### src/rtl/dma_chain_pkg.sv
package dma_chain_pkg;

  typedef enum logic [3:0] {
    OP_OUT_MORE = 4'd0,
    OP_OUT_LAST = 4'd1,
    OP_IN_MORE  = 4'd2,
    OP_IN_LAST  = 4'd3,
    OP_STOP     = 4'd7
  } descOp_t;

  localparam logic [1:0] COND_NEVER = 2'd0;

  // strobes from control to datapath
  typedef struct packed {
    logic capture;    // latch a new request
    logic plan;       // evaluate first-page split
    logic writeData;  // emit one data entry and advance
    logic writeStop;  // emit the stop entry
    logic finish;     // present the entry count
  } chainStrobes_t;

endpackage

### src/rtl/dma_chain_ctrl.sv
module dma_chain_ctrl
  import dma_chain_pkg::*;
(
  input  logic          clk,
  input  logic          rstN,
  input  logic          startReq,
  input  logic          tooMany,
  input  logic          finalData,
  output chainStrobes_t strobes,
  output logic          busy,
  output logic          done,
  output logic          overflow
);

  typedef enum logic [2:0] {
    S_IDLE, S_PLAN, S_EMIT, S_STOP, S_FINISH
  } state_t;

  state_t state, stateNext;
  logic   ovfFlag;

  always_comb begin
    stateNext = state;
    unique case (state)
      S_IDLE:   if (startReq) stateNext = S_PLAN;
      S_PLAN:   stateNext = tooMany ? S_FINISH : S_EMIT;
      S_EMIT:   if (finalData) stateNext = S_STOP;
      S_STOP:   stateNext = S_FINISH;
      S_FINISH: stateNext = S_IDLE;
      default:  stateNext = S_IDLE;
    endcase
  end

  always_ff @(posedge clk or negedge rstN) begin
    if (!rstN) begin
      state   <= S_IDLE;
      ovfFlag <= 1'b0;
    end else begin
      state <= stateNext;
      if (state == S_IDLE && startReq) ovfFlag <= 1'b0;
      else if (state == S_PLAN)        ovfFlag <= tooMany;
    end
  end

  always_comb begin
    strobes           = '0;
    strobes.capture   = (state == S_IDLE) && startReq;
    strobes.plan      = (state == S_PLAN);
    strobes.writeData = (state == S_EMIT);
    strobes.writeStop = (state == S_STOP);
    strobes.finish    = (state == S_FINISH) && !ovfFlag;
  end

  assign busy     = (state != S_IDLE);
  assign done     = (state == S_FINISH);
  assign overflow = (state == S_FINISH) && ovfFlag;

endmodule

### src/rtl/dma_chain_dp.sv
module dma_chain_dp
  import dma_chain_pkg::*;
#(
  parameter int ADDR_W     = 32,
  parameter int LEN_W      = 24,
  parameter int PAGE_SHIFT = 12,
  parameter int DEPTH      = 20,
  localparam int IDX_W     = $clog2(DEPTH),
  localparam int CNT_W     = $clog2(DEPTH + 1)
) (
  input  logic              clk,
  input  logic              rstN,
  input  chainStrobes_t     strobes,
  input  logic [ADDR_W-1:0] reqAddr,
  input  logic [LEN_W-1:0]  reqLen,
  input  logic              reqIsRead,
  output logic              tooMany,
  output logic              finalData,
  output logic              wrEn,
  output logic [IDX_W-1:0]  wrIdx,
  output logic [3:0]        wrOp,
  output logic [LEN_W-1:0]  wrCount,
  output logic [ADDR_W-1:0] wrAddr,
  output logic [5:0]        wrCond,
  output logic [CNT_W-1:0]  descCount
);

  localparam int unsigned PAGE = 1 << PAGE_SHIFT;
  localparam logic [LEN_W-1:0] PAGE_LEN = LEN_W'(PAGE);

  logic [ADDR_W-1:0] curAddr;
  logic [LEN_W-1:0]  remLen;
  logic              isRead;
  logic              firstPend;
  logic [CNT_W-1:0]  idx;

  // page arithmetic on the current position
  logic [PAGE_SHIFT-1:0] pageOff;
  logic [LEN_W-1:0]      pageRest;
  logic                  crossFirst;
  logic [LEN_W-1:0]      afterFirst;
  logic [LEN_W:0]        roundSum;
  logic [LEN_W:0]        dataEntries;
  logic [LEN_W+1:0]      needTotal;

  assign pageOff    = curAddr[PAGE_SHIFT-1:0];
  assign pageRest   = PAGE_LEN - LEN_W'(pageOff);
  assign crossFirst = (pageOff != '0) && (remLen > pageRest);
  assign afterFirst = crossFirst ? (remLen - pageRest) : remLen;
  assign roundSum   = {1'b0, afterFirst} + (LEN_W+1)'(PAGE - 1);
  assign dataEntries = (afterFirst == '0) ? (LEN_W+1)'(1)
                                          : (roundSum >> PAGE_SHIFT);
  assign needTotal  = {1'b0, dataEntries} + (LEN_W+2)'(crossFirst) + (LEN_W+2)'(1);
  assign tooMany    = needTotal > (LEN_W+2)'(DEPTH);

  // size of the entry emitted this cycle
  logic [LEN_W-1:0] stepLen;
  always_comb begin
    if (firstPend)             stepLen = pageRest;
    else if (remLen > PAGE_LEN) stepLen = PAGE_LEN;
    else                       stepLen = remLen;
  end
  assign finalData = !firstPend && (remLen <= PAGE_LEN);

  always_ff @(posedge clk or negedge rstN) begin
    if (!rstN) begin
      curAddr   <= '0;
      remLen    <= '0;
      isRead    <= 1'b0;
      firstPend <= 1'b0;
      idx       <= '0;
    end else begin
      if (strobes.capture) begin
        curAddr   <= reqAddr;
        remLen    <= reqLen;
        isRead    <= reqIsRead;
        firstPend <= 1'b0;
        idx       <= '0;
      end
      if (strobes.plan) firstPend <= crossFirst;
      if (strobes.writeData) begin
        curAddr   <= curAddr + ADDR_W'(stepLen);
        remLen    <= remLen - stepLen;
        firstPend <= 1'b0;
        idx       <= idx + 1'b1;
      end
      if (strobes.writeStop) idx <= idx + 1'b1;
    end
  end

  // write port
  always_comb begin
    wrEn    = strobes.writeData || strobes.writeStop;
    wrIdx   = idx[IDX_W-1:0];
    wrCond  = {COND_NEVER, COND_NEVER, COND_NEVER};
    wrOp    = 4'(OP_STOP);
    wrCount = '0;
    wrAddr  = '0;
    if (strobes.writeData) begin
      if (finalData) wrOp = isRead ? 4'(OP_IN_LAST) : 4'(OP_OUT_LAST);
      else           wrOp = isRead ? 4'(OP_IN_MORE) : 4'(OP_OUT_MORE);
      wrCount = stepLen;
      wrAddr  = curAddr;
    end
  end

  assign descCount = strobes.finish ? idx : '0;

endmodule

### src/rtl/dma_chain_builder.sv
module dma_chain_builder
  import dma_chain_pkg::*;
#(
  parameter int ADDR_W     = 32,
  parameter int LEN_W      = 24,
  parameter int PAGE_SHIFT = 12,
  parameter int DEPTH      = 20,
  localparam int IDX_W     = $clog2(DEPTH),
  localparam int CNT_W     = $clog2(DEPTH + 1)
) (
  input  logic              clk,
  input  logic              rstN,
  input  logic              startReq,
  input  logic [ADDR_W-1:0] reqAddr,
  input  logic [LEN_W-1:0]  reqLen,
  input  logic              reqIsRead,
  output logic              busy,
  output logic              done,
  output logic              overflow,
  output logic [CNT_W-1:0]  descCount,
  output logic              wrEn,
  output logic [IDX_W-1:0]  wrIdx,
  output logic [3:0]        wrOp,
  output logic [LEN_W-1:0]  wrCount,
  output logic [ADDR_W-1:0] wrAddr,
  output logic [5:0]        wrCond
);

  chainStrobes_t strobes;
  logic          tooMany;
  logic          finalData;

  dma_chain_ctrl ctrl_i (
    .clk       (clk),
    .rstN      (rstN),
    .startReq  (startReq),
    .tooMany   (tooMany),
    .finalData (finalData),
    .strobes   (strobes),
    .busy      (busy),
    .done      (done),
    .overflow  (overflow)
  );

  dma_chain_dp #(
    .ADDR_W     (ADDR_W),
    .LEN_W      (LEN_W),
    .PAGE_SHIFT (PAGE_SHIFT),
    .DEPTH      (DEPTH)
  ) dp_i (
    .clk       (clk),
    .rstN      (rstN),
    .strobes   (strobes),
    .reqAddr   (reqAddr),
    .reqLen    (reqLen),
    .reqIsRead (reqIsRead),
    .tooMany   (tooMany),
    .finalData (finalData),
    .wrEn      (wrEn),
    .wrIdx     (wrIdx),
    .wrOp      (wrOp),
    .wrCount   (wrCount),
    .wrAddr    (wrAddr),
    .wrCond    (wrCond),
    .descCount (descCount)
  );

endmodule

### config.mk
export PLATFORM = sky130hd
export DESIGN_NAME = dma_chain_builder
export DESIGN_NICKNAME = d
export VERILOG_FILES = /design/src/rtl/dma_chain_pkg.sv /design/src/rtl/dma_chain_ctrl.sv /design/src/rtl/dma_chain_dp.sv /design/src/rtl/dma_chain_builder.sv
export SDC_FILE = /design/constraint.sdc
export NUM_CORES = 1
export LEC_CHECK = 0
export BUFFER_PORTS_ARGS = -buffer_cell sky130_fd_sc_hd__buf_2
export CAP_MARGIN = 25
export CORE_ASPECT_RATIO = 0.7
export CORE_MARGIN = 2
export CORE_UTILIZATION = 45
export DETAILED_ROUTE_END_ITERATION = 10
export GPL_ROUTABILITY_DRIVEN = 0
export PLACE_DENSITY = 0.78
export SLEW_MARGIN = 15
export SYNTH_ARGS = -nofsm -noshare
export SYNTH_HDL_FRONTEND = slang
export SYNTH_SLANG_ARGS = --single-unit
### constraint.sdc
create_clock -name clk -period 6.3 [get_ports clk]
set_input_delay 0.315 -clock clk [delete_from_list [all_inputs] [get_ports clk]]
set_output_delay 0.315 -clock clk [all_outputs]
set_load 0.05 [all_outputs]
==> impl_results.md <==
* Clock Pin Slew Worst Setup and Hold Paths at 0.06 ns
* Number of global-route vias before repair at 8,074
* Final Hold Viols at 0
* Async SR Flop Fraction at 1.00
* Post-route cell area at 0.0100 mm2
* H-tree level count at 3
* 1st-pass router iterations at 10
* Grt ovf at 0
* IO buf count at 121
* Initial Util at 0.460
* Via density at 6.06
* IO Pins at 140
* GRT Total Usage at 0.276
* Clk sinks at 67
* CP arrival at 6.47 ns
* DRC Markers at 0
* Pin count of the biggest net entering global routing at 83
* First-pass GRT wire length at 41,100 um
* Flops & latches, synth at 67
* Slew Viols, Final at 0
* Register area at 0.00168 mm2
* Final non-filler cell total at 1,476
* Hold Path Class: primary input to asynchronous set/reset pin
* Warnings, synthesis at 0
* Vias at 8,945
* Hpwl dp at 18,800 um
* CTS tree: done
* Cell total after placement at 1,428
* Width of the die at 162 um
* Synthesized instance count at 1,044
* Mean post-synth cell area at 7.54 um2
* Clk_lat worst skew at 0.35 ns
* Finish-stage setup viols at 0
* Final Critical Period at 6.26 ns
* Switching Share at 0.505
* Final setup margin at 0.0382 ns
* CTS Root Cell: clkbuf_16
* Tcrit/Tclk final at 0.994
* IR drop worst, VDD at 0.189 mV
* Min Hold Slack at 0.157 ns
* Netlist Area Pre-Place at 0.00787 mm2
* CTS Hold Buffers Added at 0
* Die Y at 115 um
* Yosys cell types at 83
* First DRT Iteration DRCs at 986
* ANT nets after route at 0
* Max Cap Viol at 0
* Slowest CP cell: or4_4
* RSZ-0062 raised after global routing: yes
* Proportion of layout cells with a drive suffix above 1 at 0.267
* Run status: completed
* Area of the multi-input gates at 0.00626 mm2
* Top cells by area, synth: dfrtp_1 (21%), ha_1 (9.9%), nand2_1 (5.3%), nor2_1 (5.0%), xnor2_1 (4.5%)
* Comb pwr share at 0.726
* Largest area contributor in the netlist: dfrtp_1
* Die Footprint at 0.0186 mm2
* Net Sw Power at 2.32 mW
* # rows at 40
* Static Leak at 4.90 nW
* Post-synth top area share at 0.213
* Crit Path Max Fanout at 4
* Slew margin rel. at 0.337
* Max incr delay on CP at 0.60 ns
* Ys flop type: dfrtp_1
* Pre-CTS setup slack at -0.150 ns
* Area Overhead vs Synth at 27.1%
* DR WL/cell at 18.7 um
* Power per Cell Area at 459 mW/mm2
* Top cell by count, worst path: or4_4
* Buf+Inv Stages, Crit Path at 5
* EDFF count, synth at 0
* WS Path Type: flip-flop to flip-flop
* Crit. End Element: flip-flop
* Routed WL at 27,500 um
* Core area at 0.0171 mm2
* Placed Area at 0.00906 mm2
* Clk pwr share at 0.110
* Final clock skew at 0.00778 ns
* Final core utilization at 0.585
* FILL cells at 1,501
* Slew @ Worst Pin at 0.991 ns
* Internal power at 2.28 mW
* Max Root-Sink Buffers at 2
* Initial antenna violation count at 2
* Most common cell after layout, fill and taps aside: buf_2
* CP required at 6.50 ns
* Cts bufs inserted at 9
* CP top delay family: simple AND/OR/NAND/NOR gates
* Achievable Freq at 0.160 GHz
* Register area share after synthesis at 0.213
* Crit path launch type: flip-flop
* Sequential Power Share at 0.164
* Most frequent cells in the layout: buf_2 (121), nand2_1 (109), nor2_1 (96)
* NumNets Final at 1,364
path summary, 6_finish.rpt:
kind	start	end	slack, ns	cells past startpoint
setup / recovery	dp_i.curAddr[3]$_DFFE_PN0P_	ctrl_i.ovfFlag$_DFFE_PN0P_	0.04	26
hold / removal	rstN	dp_i.remLen[22]$_DFFE_PN0P_	0.16	2
setup reg to reg	dp_i.curAddr[3]$_DFFE_PN0P_	ctrl_i.ovfFlag$_DFFE_PN0P_	0.04	26
min in group clk	reqIsRead	dp_i.isRead$_DFFE_PN0P_	0.16	3
hold reg to reg	dp_i.isRead$_DFFE_PN0P_	dp_i.isRead$_DFFE_PN0P_	0.47	2
max in group asynchronous	rstN	dp_i.curAddr[2]$_DFFE_PN0P_	5.47	2
flip-flops by register name, indices dropped and copies added (netlist names):
| name | cells |
|---|---|
| dp_i.remLen | 24 |
| dp_i.isRead | 1 |
| ctrl_i.state | 3 |
| dp_i.firstPend | 1 |
| ctrl_i.ovfFlag | 1 |
| dp_i.curAddr | 32 |
| dp_i.wrIdx | 5 |
power by group through the flow:
stage	clock network, mW	registers (mW)	logic (mW)
floorplan	0	0.678	2.11
global placement	0	0.727	2.74
detailed placement	0	0.733	2.81
CTS	0.506	0.730	3.00
global route	0.519	0.765	3.63
finish	0.507	0.752	3.34
kinds of logic (layout without fill, tap and decap cells):
logic type      after synthesis  count (layout)  synth area share
simple gates                426             426             0.275
buf+inv                     118             281            0.0665
compound gates              282             282             0.241
xor+xnor                     70              70            0.0789
mux                          12              12            0.0156
fa+ha+maj                    67              67             0.109
other cells                   2              40          0.000954
flops                        67              67             0.213
synthesized netlist by cell type, drive strengths merged, types with 4 or more instances:
cell type	number
xnor2	41
mux2i	10
a31o	8
nor3	24
buf	24
a211o	6
or2	11
nand2	112
nor4	17
o21ai	59
nand3	32
and2	16
o21bai	5
dfrtp	67
nand2b	11
o21a	7
a31oi	41
or4	8
ha	62
nor2b	9
clkbuf	39
o211ai	7
xor2	29
nand4	9
a211oi	13
inv	55
a311oi	4
o31ai	6
a21oi	52
a21o	17
a22oi	20
o311ai	5
or3	16
and3	43
nor2	105
layout make-up:
class,count,area share
Clock buffer,11,0.0253
Sequential cell,67,0.168
Multi-Input combinational cell,896,0.625
Inverter,55,0.0206
Timing Repair Buffer,210,0.128
Clock inverter,5,0.00350
Tap cell,231,0.0289
Antenna cell,1,0.000250
per-layer routing:
layer	part of all wire	GRT usage	up-vias
met5	0.00047	0	-
met4	0.035	0.0909	2
met3	0.10	0.0554	101
met1	0.42	0.389	4158
li1	-	-	4141
met2	0.44	0.422	543
timing repair:
action                     4_1_cts  5_1_grt
resized for setup               37       47
buffers inserted                15       16
setup endpoints to repair        3        3
pin swaps                       22       36
through the flow:
stage / setup TNS, ns / power (mW)
2_1_floorplan: 0 / 2.79
3_3_place_gp: 0 / 3.47
3_5_place_dp: -0.381 / 3.54
4_1_cts: 0 / 4.24
5_1_grt: -0.572 / 4.91
6_report: 0 / 4.60
No activity file was read; power rests on OpenSTA's default activity.
